<file path="config.mk">
export PLATFORM = sky130hd
export DESIGN_NAME = adc_seq_ctrl
export DESIGN_NICKNAME = d
export VERILOG_FILES = /design/src/rtl/adc_seq_pkg.sv /design/src/rtl/adc_sclk_gen.sv /design/src/rtl/adc_shift_in.sv /design/src/rtl/adc_seq_fsm.sv /design/src/rtl/adc_seq_ctrl.sv
export SDC_FILE = /design/constraint.sdc
export NUM_CORES = 1
export LEC_CHECK = 0
export BUFFER_PORTS_ARGS = -buffer_cell sky130_fd_sc_hd__buf_2
export CAP_MARGIN = 20
export CORE_UTILIZATION = 50
export DETAILED_ROUTE_END_ITERATION = 6
export PLACE_DENSITY = 0.69
export SYNTH_ARGS = -nofsm -noshare
export SYNTH_HDL_FRONTEND = slang
export SYNTH_SLANG_ARGS = --single-unit
export TNS_END_PERCENT = 20
</file>
<file path="constraint.sdc">
create_clock -name clk -period 3 [get_ports clk]
set_input_delay 0.6 -clock clk [delete_from_list [all_inputs] [get_ports clk]]
set_output_delay 0.6 -clock clk [all_outputs]
set_load 0.01 [all_outputs]
</file>
<file path="src/rtl/adc_seq_pkg.sv">
package adc_seq_pkg;
  typedef enum logic [2:0] {
    ST_IDLE,
    ST_SELECT,
    ST_WAIT,
    ST_LEAD,
    ST_DATA,
    ST_FINISH
  } seq_state_e;
endpackage

</file>
<file path="src/rtl/adc_sclk_gen.sv">
// Serial clock divider: toggles every HALF system clocks while enabled.
module adc_sclk_gen #(
  parameter int HALF = 2
) (
  input  logic clk,
  input  logic rst,
  input  logic en_i,
  output logic sclk_o,
  output logic rise_o,
  output logic fall_o
);
  localparam int CW = (HALF > 1) ? $clog2(HALF) : 1;

  logic [CW-1:0] half_cnt;
  logic          tick;

  assign tick   = en_i && (half_cnt == CW'(HALF - 1));
  assign rise_o = tick && !sclk_o;
  assign fall_o = tick && sclk_o;

  always_ff @(posedge clk) begin
    if (rst || !en_i) begin
      half_cnt <= '0;
      sclk_o   <= 1'b0;
    end else if (tick) begin
      half_cnt <= '0;
      sclk_o   <= ~sclk_o;
    end else begin
      half_cnt <= half_cnt + 1'b1;
    end
  end
endmodule

</file>
<file path="src/rtl/adc_shift_in.sv">
// MSB-first shift register with a held output copy.
module adc_shift_in #(
  parameter int W = 16
) (
  input  logic         clk,
  input  logic         rst,
  input  logic         shift_i,
  input  logic         bit_i,
  input  logic         load_i,
  output logic [W-1:0] word_o
);
  logic [W-1:0] shreg;

  always_ff @(posedge clk) begin
    if (rst) begin
      shreg  <= '0;
      word_o <= '0;
    end else begin
      if (shift_i) shreg <= {shreg[W-2:0], bit_i};
      if (load_i)  word_o <= shreg;
    end
  end
endmodule

</file>
<file path="src/rtl/adc_seq_fsm.sv">
// Frame sequencer, counting in serial-clock periods.
module adc_seq_fsm
  import adc_seq_pkg::*;
#(
  parameter int LAT = 5,
  parameter int W   = 16
) (
  input  logic clk,
  input  logic rst,
  input  logic start_i,
  input  logic rise_i,
  input  logic fall_i,
  input  logic sdata_i,
  output logic cs_o,
  output logic busy_o,
  output logic clk_en_o,
  output logic shift_o,
  output logic load_o,
  output logic valid_o,
  output logic err_o
);
  localparam int MAXC = (LAT > W) ? LAT : W;
  localparam int CNTW = $clog2(MAXC + 1);

  seq_state_e      state;
  logic [CNTW-1:0] cnt;

  assign busy_o   = (state != ST_IDLE);
  assign clk_en_o = busy_o;
  assign shift_o  = (state == ST_DATA) && rise_i;
  assign load_o   = (state == ST_FINISH) && fall_i;

  always_ff @(posedge clk) begin
    if (rst) begin
      state   <= ST_IDLE;
      cnt     <= '0;
      cs_o    <= 1'b0;
      err_o   <= 1'b0;
      valid_o <= 1'b0;
    end else begin
      valid_o <= 1'b0;
      unique case (state)
        ST_IDLE: if (start_i) begin
          state <= ST_SELECT;
          cs_o  <= 1'b1;
          err_o <= 1'b0;
        end
        ST_SELECT: if (fall_i) begin
          cs_o  <= 1'b0;
          cnt   <= '0;
          state <= ST_WAIT;
        end
        ST_WAIT: if (fall_i) begin
          if (cnt == CNTW'(LAT - 1)) begin
            cnt   <= '0;
            state <= ST_LEAD;
          end else begin
            cnt <= cnt + 1'b1;
          end
        end
        ST_LEAD: if (rise_i) begin
          err_o <= sdata_i;
          cnt   <= '0;
          state <= ST_DATA;
        end
        ST_DATA: if (rise_i) begin
          if (cnt == CNTW'(W - 1)) state <= ST_FINISH;
          else cnt <= cnt + 1'b1;
        end
        ST_FINISH: if (fall_i) begin
          state   <= ST_IDLE;
          valid_o <= 1'b1;
        end
        default: state <= ST_IDLE;
      endcase
    end
  end
endmodule

</file>
<file path="src/rtl/adc_seq_ctrl.sv">
module adc_seq_ctrl #(
  parameter int HALF_DIV = 2,
  parameter int LATENCY  = 5,
  parameter int SAMPLE_W = 16
) (
  input  logic                clk,
  input  logic                rst,
  input  logic                start_i,
  output logic                busy_o,
  output logic                cs_o,
  output logic                sclk_o,
  input  logic                sdata_i,
  output logic [SAMPLE_W-1:0] sample_o,
  output logic                sample_valid_o,
  output logic                err_o
);
  logic clk_en, rise, fall, shift, load;

  adc_sclk_gen #(.HALF(HALF_DIV)) u_sclk (
    .clk(clk), .rst(rst), .en_i(clk_en),
    .sclk_o(sclk_o), .rise_o(rise), .fall_o(fall)
  );

  adc_seq_fsm #(.LAT(LATENCY), .W(SAMPLE_W)) u_fsm (
    .clk(clk), .rst(rst), .start_i(start_i),
    .rise_i(rise), .fall_i(fall), .sdata_i(sdata_i),
    .cs_o(cs_o), .busy_o(busy_o), .clk_en_o(clk_en),
    .shift_o(shift), .load_o(load), .valid_o(sample_valid_o), .err_o(err_o)
  );

  adc_shift_in #(.W(SAMPLE_W)) u_shift (
    .clk(clk), .rst(rst), .shift_i(shift), .bit_i(sdata_i),
    .load_i(load), .word_o(sample_o)
  );
endmodule

</file>
==> results of run 1 <==
## routing by layer
layer | routed length (um) | global-route usage (%) | up-vias
met3 | 145 | 5.54 | 5
met4 | 57 | 8.33 | 0
met2 | 1640 | 29.5 | 32
met5 | 0 | 0 | -
met1 | 1800 | 26.2 | 717
li1 | - | - | 836
## worst reg2reg max path: stages, from the launching register on
cell and delay (ps):
sky130_fd_sc_hd__dfxtp_1 560, sky130_fd_sc_hd__and2b_1 270, sky130_fd_sc_hd__nand4_1 600, sky130_fd_sc_hd__nand2_1 270
sky130_fd_sc_hd__a21oi_1 90
## power by group through the flow
| stage | combinational [mW] | clock, mW | sequential (mW) |
|---|---|---|---|
| 2_1_floorplan | 0.0992 | 0 | 0.632 |
| 3_3_place_gp | 0.0790 | 0 | 0.661 |
| 3_5_place_dp | 0.0782 | 0 | 0.661 |
| 4_1_cts | 0.0789 | 0.467 | 0.647 |
| 5_1_grt | 0.0874 | 0.487 | 0.654 |
| 6_report | 0.0784 | 0.453 | 0.648 |
## worst max-delay path by stage
stage	endpoint	slack (ps)	depth (start not counted)
floorplan	busy_o	1400	4
global route	u_shift.word_o[4]$_SDFFE_PP0P_	800	4
finish	busy_o	950	3
CTS	busy_o	940	3
detailed placement	u_shift.word_o[4]$_SDFFE_PP0P_	1010	4
global placement	u_shift.word_o[0]$_SDFFE_PP0P_	1080	4
## through the flow
| stage | utilization (%) | area, um^2 |
|---|---|---|
| final | 58.2 | 2150 |
| after detailed placement | 55.2 | 2030 |
| after global placement | 55.2 | 2030 |
| after global routing | 58.2 | 2150 |
| after CTS | 58.2 | 2150 |
| after floorplan | - | 1950 |
## flip-flops by register name, summed over array words and instances, names as in the netlist
name,count
u_fsm.err_o,1
u_shift.word_o,16
u_fsm.cnt,5
u_shift.shreg,16
u_sclk.sclk_o,1
u_fsm.cs_o,1
u_fsm.state,3
u_fsm.valid_o,1
u_sclk.half_cnt,1
## synthesized netlist by cell type (all sizes together), types with 2 or more instances
master / instances / area share, %
clkbuf: 6 / 1.2
o32ai: 2 / 0.90
a22oi: 2 / 0.77
dfxtp: 45 / 46
o2bb2ai: 2 / 1.2
mux2i: 2 / 1.0
o211ai: 3 / 1.2
nand3b: 3 / 1.2
nand2b: 4 / 1.3
nand3: 7 / 1.8
nor4b: 2 / 1.5
inv: 9 / 1.7
nand2: 68 / 13
nor2: 6 / 1.2
a21boi: 2 / 0.77
or3: 2 / 0.64
a21oi: 38 / 9.8
ha: 3 / 1.9
nor3: 4 / 1.0
buf: 11 / 3.6
xnor2: 2 / 0.90
## area by class of cell
| cell class | instances | area (um^2) | area share (%) |
|---|---|---|---|
| Clock buffer | 6 | 72.6 | 3.38 |
| Clock inverter | 2 | 38.8 | 1.81 |
| Inverter | 9 | 33.8 | 1.57 |
| Multi-Input combinational cell | 168 | 920 | 42.9 |
| Sequential cell | 45 | 901 | 42.0 |
| Tap cell | 48 | 60.1 | 2.80 |
| Timing Repair Buffer | 24 | 120 | 5.60 |
## cell families after synthesis
family	after synthesis	synth area share (%)
simple gates	105	25.7
compound gates	56	17.7
flops	45	46.3
buf+inv	26	6.49
fa+ha+maj	3	1.93
xor+xnor	2	0.900
mux	2	1.03
==> qor.log, run 1 <==
[setup_path] critical path type register to output port
[placed_design] # port buffers 24
[global_route] global router's overall resource usage 19.6%
[route] first-pass detailed-route iteration total 4
[synth] primary flip-flop cell chosen by synthesis mapping sky130_fd_sc_hd__dfxtp_1
[clock_network] maximum level of the CTS H-tree 2
[synth] Cells after Synth 239
[synth] sequential share of the synthesized area 46.3%
[run] max cap viols 0
[worst_hold_path] WHS Endpoint u_shift.word_o[11]$_SDFFE_PP0P_
[global_route] via count of the first global-routing pass 1,364
[timing] final critical-path share of the clock period 68.3%
[cells_and_area] most common cell after layout, fill and taps aside sky130_fd_sc_hd__nand2_1
[worst_hold_path] kind of path behind the tightest hold check register to register
[timing] slew of the pin with the lowest slew margin 812 ps
[floorplan] Std-Cell Rows 22
[status] status complete, no violations
[synth] Yosys cell types 41
[cells_and_area] area growth from synthesis to layout 10.2%
[setup_path] r2r endpoint u_shift.word_o[4]$_SDFFE_PP0P_
[power] leakage 0.759 nW
[setup_path] cell count of the worst reg-to-reg path 4
[power] Clock Power Share 38.4%
[route] wire length reported by the detailed router 3630 um
[placed_design] final weighted congestion of routability-driven global placement 0.812
[timing] Setup-failing EPs final 0
[global_route] maximum number of pins on one net before global-route repair 49
[clock_network] CTS tree built
[setup_path] Critical Path Slowest Stage Cell sky130_fd_sc_hd__dfxtp_1
[floorplan] area of the die 4150 um^2
[clock_network] buffers inserted by post-CTS timing repair 0
[placed_design] # placed instances 294
[cells_and_area] number of inserted diodes 0
[clock_network] number of clock sinks 45
[power] combinational power share 6.6%
[route] final antenna-violating net count 0
[floorplan] initial core utilization 52.8%
[power] Max VDD drop 0.440 mV
[timing] Slew Limit Fails 0
[floorplan] total core area 3690 um^2
[setup_path] crit end category output port
[timing] relative slew slack 45.9%
[setup_path] crit path DAT 1450 ps
[timing] Hold Worst Slack 454 ps
[timing] final worst slack 952 ps
[route] DRC violation count after routing 0
[synth] count of synthesis-stage warnings from yosys 0
[setup_path] reg-to-reg critical path startpoint u_fsm.state[2]$_SDFFE_PP0P_
[synth] Syn Area/Cell 8.15 um^2
[timing] RSZ-0062 raised after global routing no
[power] overall power after layout 1.18 mW
[clock_network] post-CTS sizing 0
[placed_design] half-perimeter wire length after detailed placement 2270 um
[setup_path] Crit path required time 2400 ps
[power] Pwr per Cell Area 550 nW/um^2
[floorplan] die outline height 64.4 um
[global_route] aggregate global routing overflow 0
[route] initial drt markers 94
[power] internal power component 0.895 mW
[route] detailed-route wire length per cell 12.0 um
[power] sequential share of power 54.9%
[cells_and_area] proportion of layout cells with a drive suffix above 1 14.2%
[synth] net count of the mapped netlist 246
[setup_path] worst reg2reg setup slack 1070 ps
[synth] ys async rst share 0%
[cells_and_area] commonest cells after routing, fill and taps aside sky130_fd_sc_hd__nand2_1, sky130_fd_sc_hd__dfxtp_1, sky130_fd_sc_hd__a21oi_1
[timing] maximum frequency from static timing analysis 488 MHz
[global_route] initial antenna violation count 0
[global_route] first-pass GRT wire length 6270 um
[worst_hold_path] cell depth of the worst hold path 2
[timing] Worst Clk Skew 5.31 ps
[clock_network] number of buffers added to fix hold violations after cts 0
[cells_and_area] number of cells in the finished layout apart from fillers 302
[floorplan] Die X-Extent 64.4 um
[timing] minimum clock period after layout 2050 ps
[setup_path] Max Fanout on Critical Path 17
[clock_network] clock-pin slew of the registers on the worst-case setup and hold paths 80 ps
[synth] number of synthesized flops with an enable pin 0
[setup_path] Cell Chain, Critical Path nor3_1 > inv_1 > buf_2
[setup_path] crit path launch type register
[clock_network] clock latency on the worst-skew pair 300 ps
[setup_path] Buf+Inv Stages, Crit Path 2
[route] total vias in the final route 1,590
[timing] aggregate negative setup slack 0 ps
[synth] netlist area before placement 1950 um^2
[setup_path] family with the most delay on the worst path flip-flops
[worst_hold_path] worst min-delay path startpoint u_shift.word_o[11]$_SDFFE_PP0P_
[floorplan] number of top-level pins 25
[placed_design] pre-CTS setup slack 1010 ps
[cells_and_area] fill cell total of the finished layout 352
[timing] total count of hold-check failures in the final report 0
[power] proportion of total power due to net switching 24.1%
[clock_network] maximum count of clock buffers along a single path 2
[cells_and_area] final net count 260
[setup_path] Critical Path Source u_fsm.state[0]$_SDFFE_PP0P_
[synth] flops & latches, synth 45
[clock_network] CTS root buffer sky130_fd_sc_hd__clkbuf_8
[power] net switching power figure 0.284 mW
[route] mean number of vias per cell 5.26
[setup_path] delay contributed by the slowest stage of the critical path 470 ps
[clock_network] CTS buffer count 5
Power figures use the tool's default switching activity.
==> inputs of run 2 (changes only) <==
- clock period: 3 -> 2.1 ns (I/O delays scaled with it)
==> run 2 against run 1 <==
Compared with the run above:
- critical path depth grew 1
- combinational power grew 80%
- register-to-register slack got worse by 800 ps
- critical path type unchanged
==> qor.log, run 2 (synthesis results as in run 1) <==
[timing] aggregate negative setup slack 0 ps [unchanged]
[floorplan] area of the die 4150 um^2 [unchanged]
[setup_path] Worst Setup EP busy_o
[timing] RSZ-0062 raised after global routing no
[timing] relative slew slack 63.6% [+18 points]
[floorplan] die outline height 64.4 um [unchanged]
[clock_network] CTS root buffer sky130_fd_sc_hd__clkbuf_8
[route] first-pass detailed-route iteration total 4 [unchanged]
[worst_hold_path] kind of path behind the tightest hold check primary input to register
[power] Max VDD drop 0.567 mV [+29%]
[clock_network] CTS tree built
[clock_network] number of clock sinks 45 [unchanged]
[placed_design] half-perimeter wire length after detailed placement 2430 um [+7.0%]
[floorplan] total core area 3690 um^2 [unchanged]
[power] Pwr per Cell Area 730 nW/um^2 [+33%]
[global_route] via count of the first global-routing pass 1,426 [+4.5%]
[cells_and_area] area used by multi-input combinational logic 920 um^2 [unchanged]
[route] initial drt markers 71 [-24%]
[cells_and_area] most common cell after layout, fill and taps aside sky130_fd_sc_hd__nand2_1
[cells_and_area] proportion of layout cells with a drive suffix above 1 15.5% [+1.3 points]
[placed_design] # port buffers 24 [unchanged]
[timing] Worst Clk Skew 5.67 ps [+0.359 ps]
[clock_network] CTS buffer count 5 [unchanged]
[setup_path] crit path DAT 1440 ps [about the same]
[cells_and_area] number of cells in the finished layout apart from fillers 306 [+1.3%]
[route] final antenna-violating net count 0 [unchanged]
[route] total vias in the final route 1,627 [+2.3%]
[run] max cap viols 0 [unchanged]
[setup_path] crit end category output port
[setup_path] cell count of the worst reg-to-reg path 4 [unchanged]
[timing] Slew Limit Fails 0 [unchanged]
[floorplan] Std-Cell Rows 22 [unchanged]
[floorplan] number of top-level pins 25 [unchanged]
[placed_design] # placed instances 298 [+1.4%]
[setup_path] r2r endpoint u_shift.shreg[12]$_SDFFE_PP0P_
[setup_path] reg-to-reg critical path startpoint u_fsm.state[2]$_SDFFE_PP0P_
[status] status complete, no violations
[cells_and_area] final net count 264 [+1.5%]
[clock_network] clock-pin slew of the registers on the worst-case setup and hold paths 80 ps [about the same]
[cells_and_area] fill cell total of the finished layout 355 [+0.85%]
[cells_and_area] number of inserted diodes 0 [unchanged]
[global_route] global router's overall resource usage 19.2% [-0.40 points]
[route] detailed-route wire length per cell 12.1 um [+0.32%]
[timing] minimum clock period after layout 1860 ps
[setup_path] Crit path required time 1680 ps [-720 ps]
[clock_network] maximum level of the CTS H-tree 2 [unchanged]
[timing] total count of hold-check failures in the final report 0 [unchanged]
[cells_and_area] area taken by flip-flops and latches 901 um^2 [unchanged]
[route] mean number of vias per cell 5.32 [+0.99%]
[floorplan] Die X-Extent 64.4 um [unchanged]
[placed_design] final weighted congestion of routability-driven global placement 0.815 [+0.36%]
[power] leakage 0.760 nW [+0.21%]
[setup_path] worst reg2reg setup slack 270 ps [-800 ps]
[clock_network] post-CTS sizing 0 [unchanged]
[global_route] maximum number of pins on one net before global-route repair 29 [-41%]
[setup_path] crit path launch type register
[route] DRC violation count after routing 0 [unchanged]
[global_route] aggregate global routing overflow 0 [unchanged]
[timing] Setup-failing EPs final 0 [unchanged]
[setup_path] Max Fanout on Critical Path 11 [-6]
[floorplan] initial core utilization 52.8% [unchanged]
[setup_path] critical path type register to output port
[clock_network] number of buffers added to fix hold violations after cts 0 [unchanged]
[timing] maximum frequency from static timing analysis 539 MHz
[timing] slew of the pin with the lowest slew margin 539 ps [-272 ps]
[route] wire length reported by the detailed router 3690 um [+1.7%]
[cells_and_area] commonest cells after routing, fill and taps aside sky130_fd_sc_hd__nand2_1, sky130_fd_sc_hd__dfxtp_1, sky130_fd_sc_hd__a21oi_1
[cells_and_area] Largest regs u_shift.shreg (16), u_shift.word_o (16), u_fsm.cnt (5)
[timing] final critical-path share of the clock period 88.4%
[clock_network] clock latency on the worst-skew pair 290 ps [about the same]
[clock_network] maximum count of clock buffers along a single path 2 [unchanged]
[global_route] initial antenna violation count 0 [unchanged]
[global_route] first-pass GRT wire length 6200 um [-1.2%]
[setup_path] Critical Path Source u_fsm.state[0]$_SDFFE_PP0P_
[clock_network] buffers inserted by post-CTS timing repair 0 [unchanged]
[cells_and_area] area growth from synthesis to layout 10.5%
run 2: power breakdown:
part           leakage, nW  internal, mW  switching, mW
clock               0.0374         0.235          0.291
combinational        0.360        0.0624         0.0788
sequential           0.363         0.869         0.0355
run 2: layout make-up:
| type | instances | area share, % |
|---|---|---|
| multi-input cells | 168 | 42.7 |
| repair buffers | 28 | 6.98 |
| flip-flops and latches | 45 | 41.9 |
| well taps | 48 | 2.79 |
| clock inverters | 2 | 0.698 |
| inverters | 9 | 1.57 |
| clock buffers | 6 | 3.37 |
run 2: how the worst min path moves through the flow:
stage                                         startpoint                         endpoint  slack [ps]  cells past startpoint
after floorplan           u_shift.shreg[15]$_SDFFE_PP0P_  u_shift.word_o[15]$_SDFFE_PP0P_         430                      2
after global placement    u_shift.word_o[3]$_SDFFE_PP0P_   u_shift.word_o[3]$_SDFFE_PP0P_         440                      2
after detailed placement  u_shift.word_o[6]$_SDFFE_PP0P_   u_shift.word_o[6]$_SDFFE_PP0P_         440                      2
after CTS                                        sdata_i    u_shift.shreg[0]$_SDFFE_PP0P_         380                      3
after global routing                             sdata_i    u_shift.shreg[0]$_SDFFE_PP0P_         390                      3
final                                            sdata_i    u_shift.shreg[0]$_SDFFE_PP0P_         390                      3
run 2: metal layers:
layer / routed length [um] / GRT usage (%) / up-vias
li1: - / - / 845
met1: 1810 / 24.8 / 740
met2: 1710 / 30.9 / 36
met3: 127 / 3.75 / 6
met4: 50 / 8.61 / 0
met5: 0 / 0 / -
run 2: per-stage QoR:
step	instance area (um^2)	power (mW)	utilization (%)	hold slack (ps)	setup slack, ps
CTS	2150	1.59	58.3	380	226
global route	2150	1.65	58.3	393	92.0
floorplan	1950	1.04	-	432	620
global placement	2060	1.07	56.0	442	320
detailed placement	2060	1.07	56.0	445	301
finish	2150	1.57	58.3	390	243
run 2: worst max-delay path, cell delays in order (launching register included):
cell	delay, ps
sky130_fd_sc_hd__dfxtp_1	370
sky130_fd_sc_hd__buf_4	190
sky130_fd_sc_hd__nor3_1	370
sky130_fd_sc_hd__inv_1	70
sky130_fd_sc_hd__buf_2	140
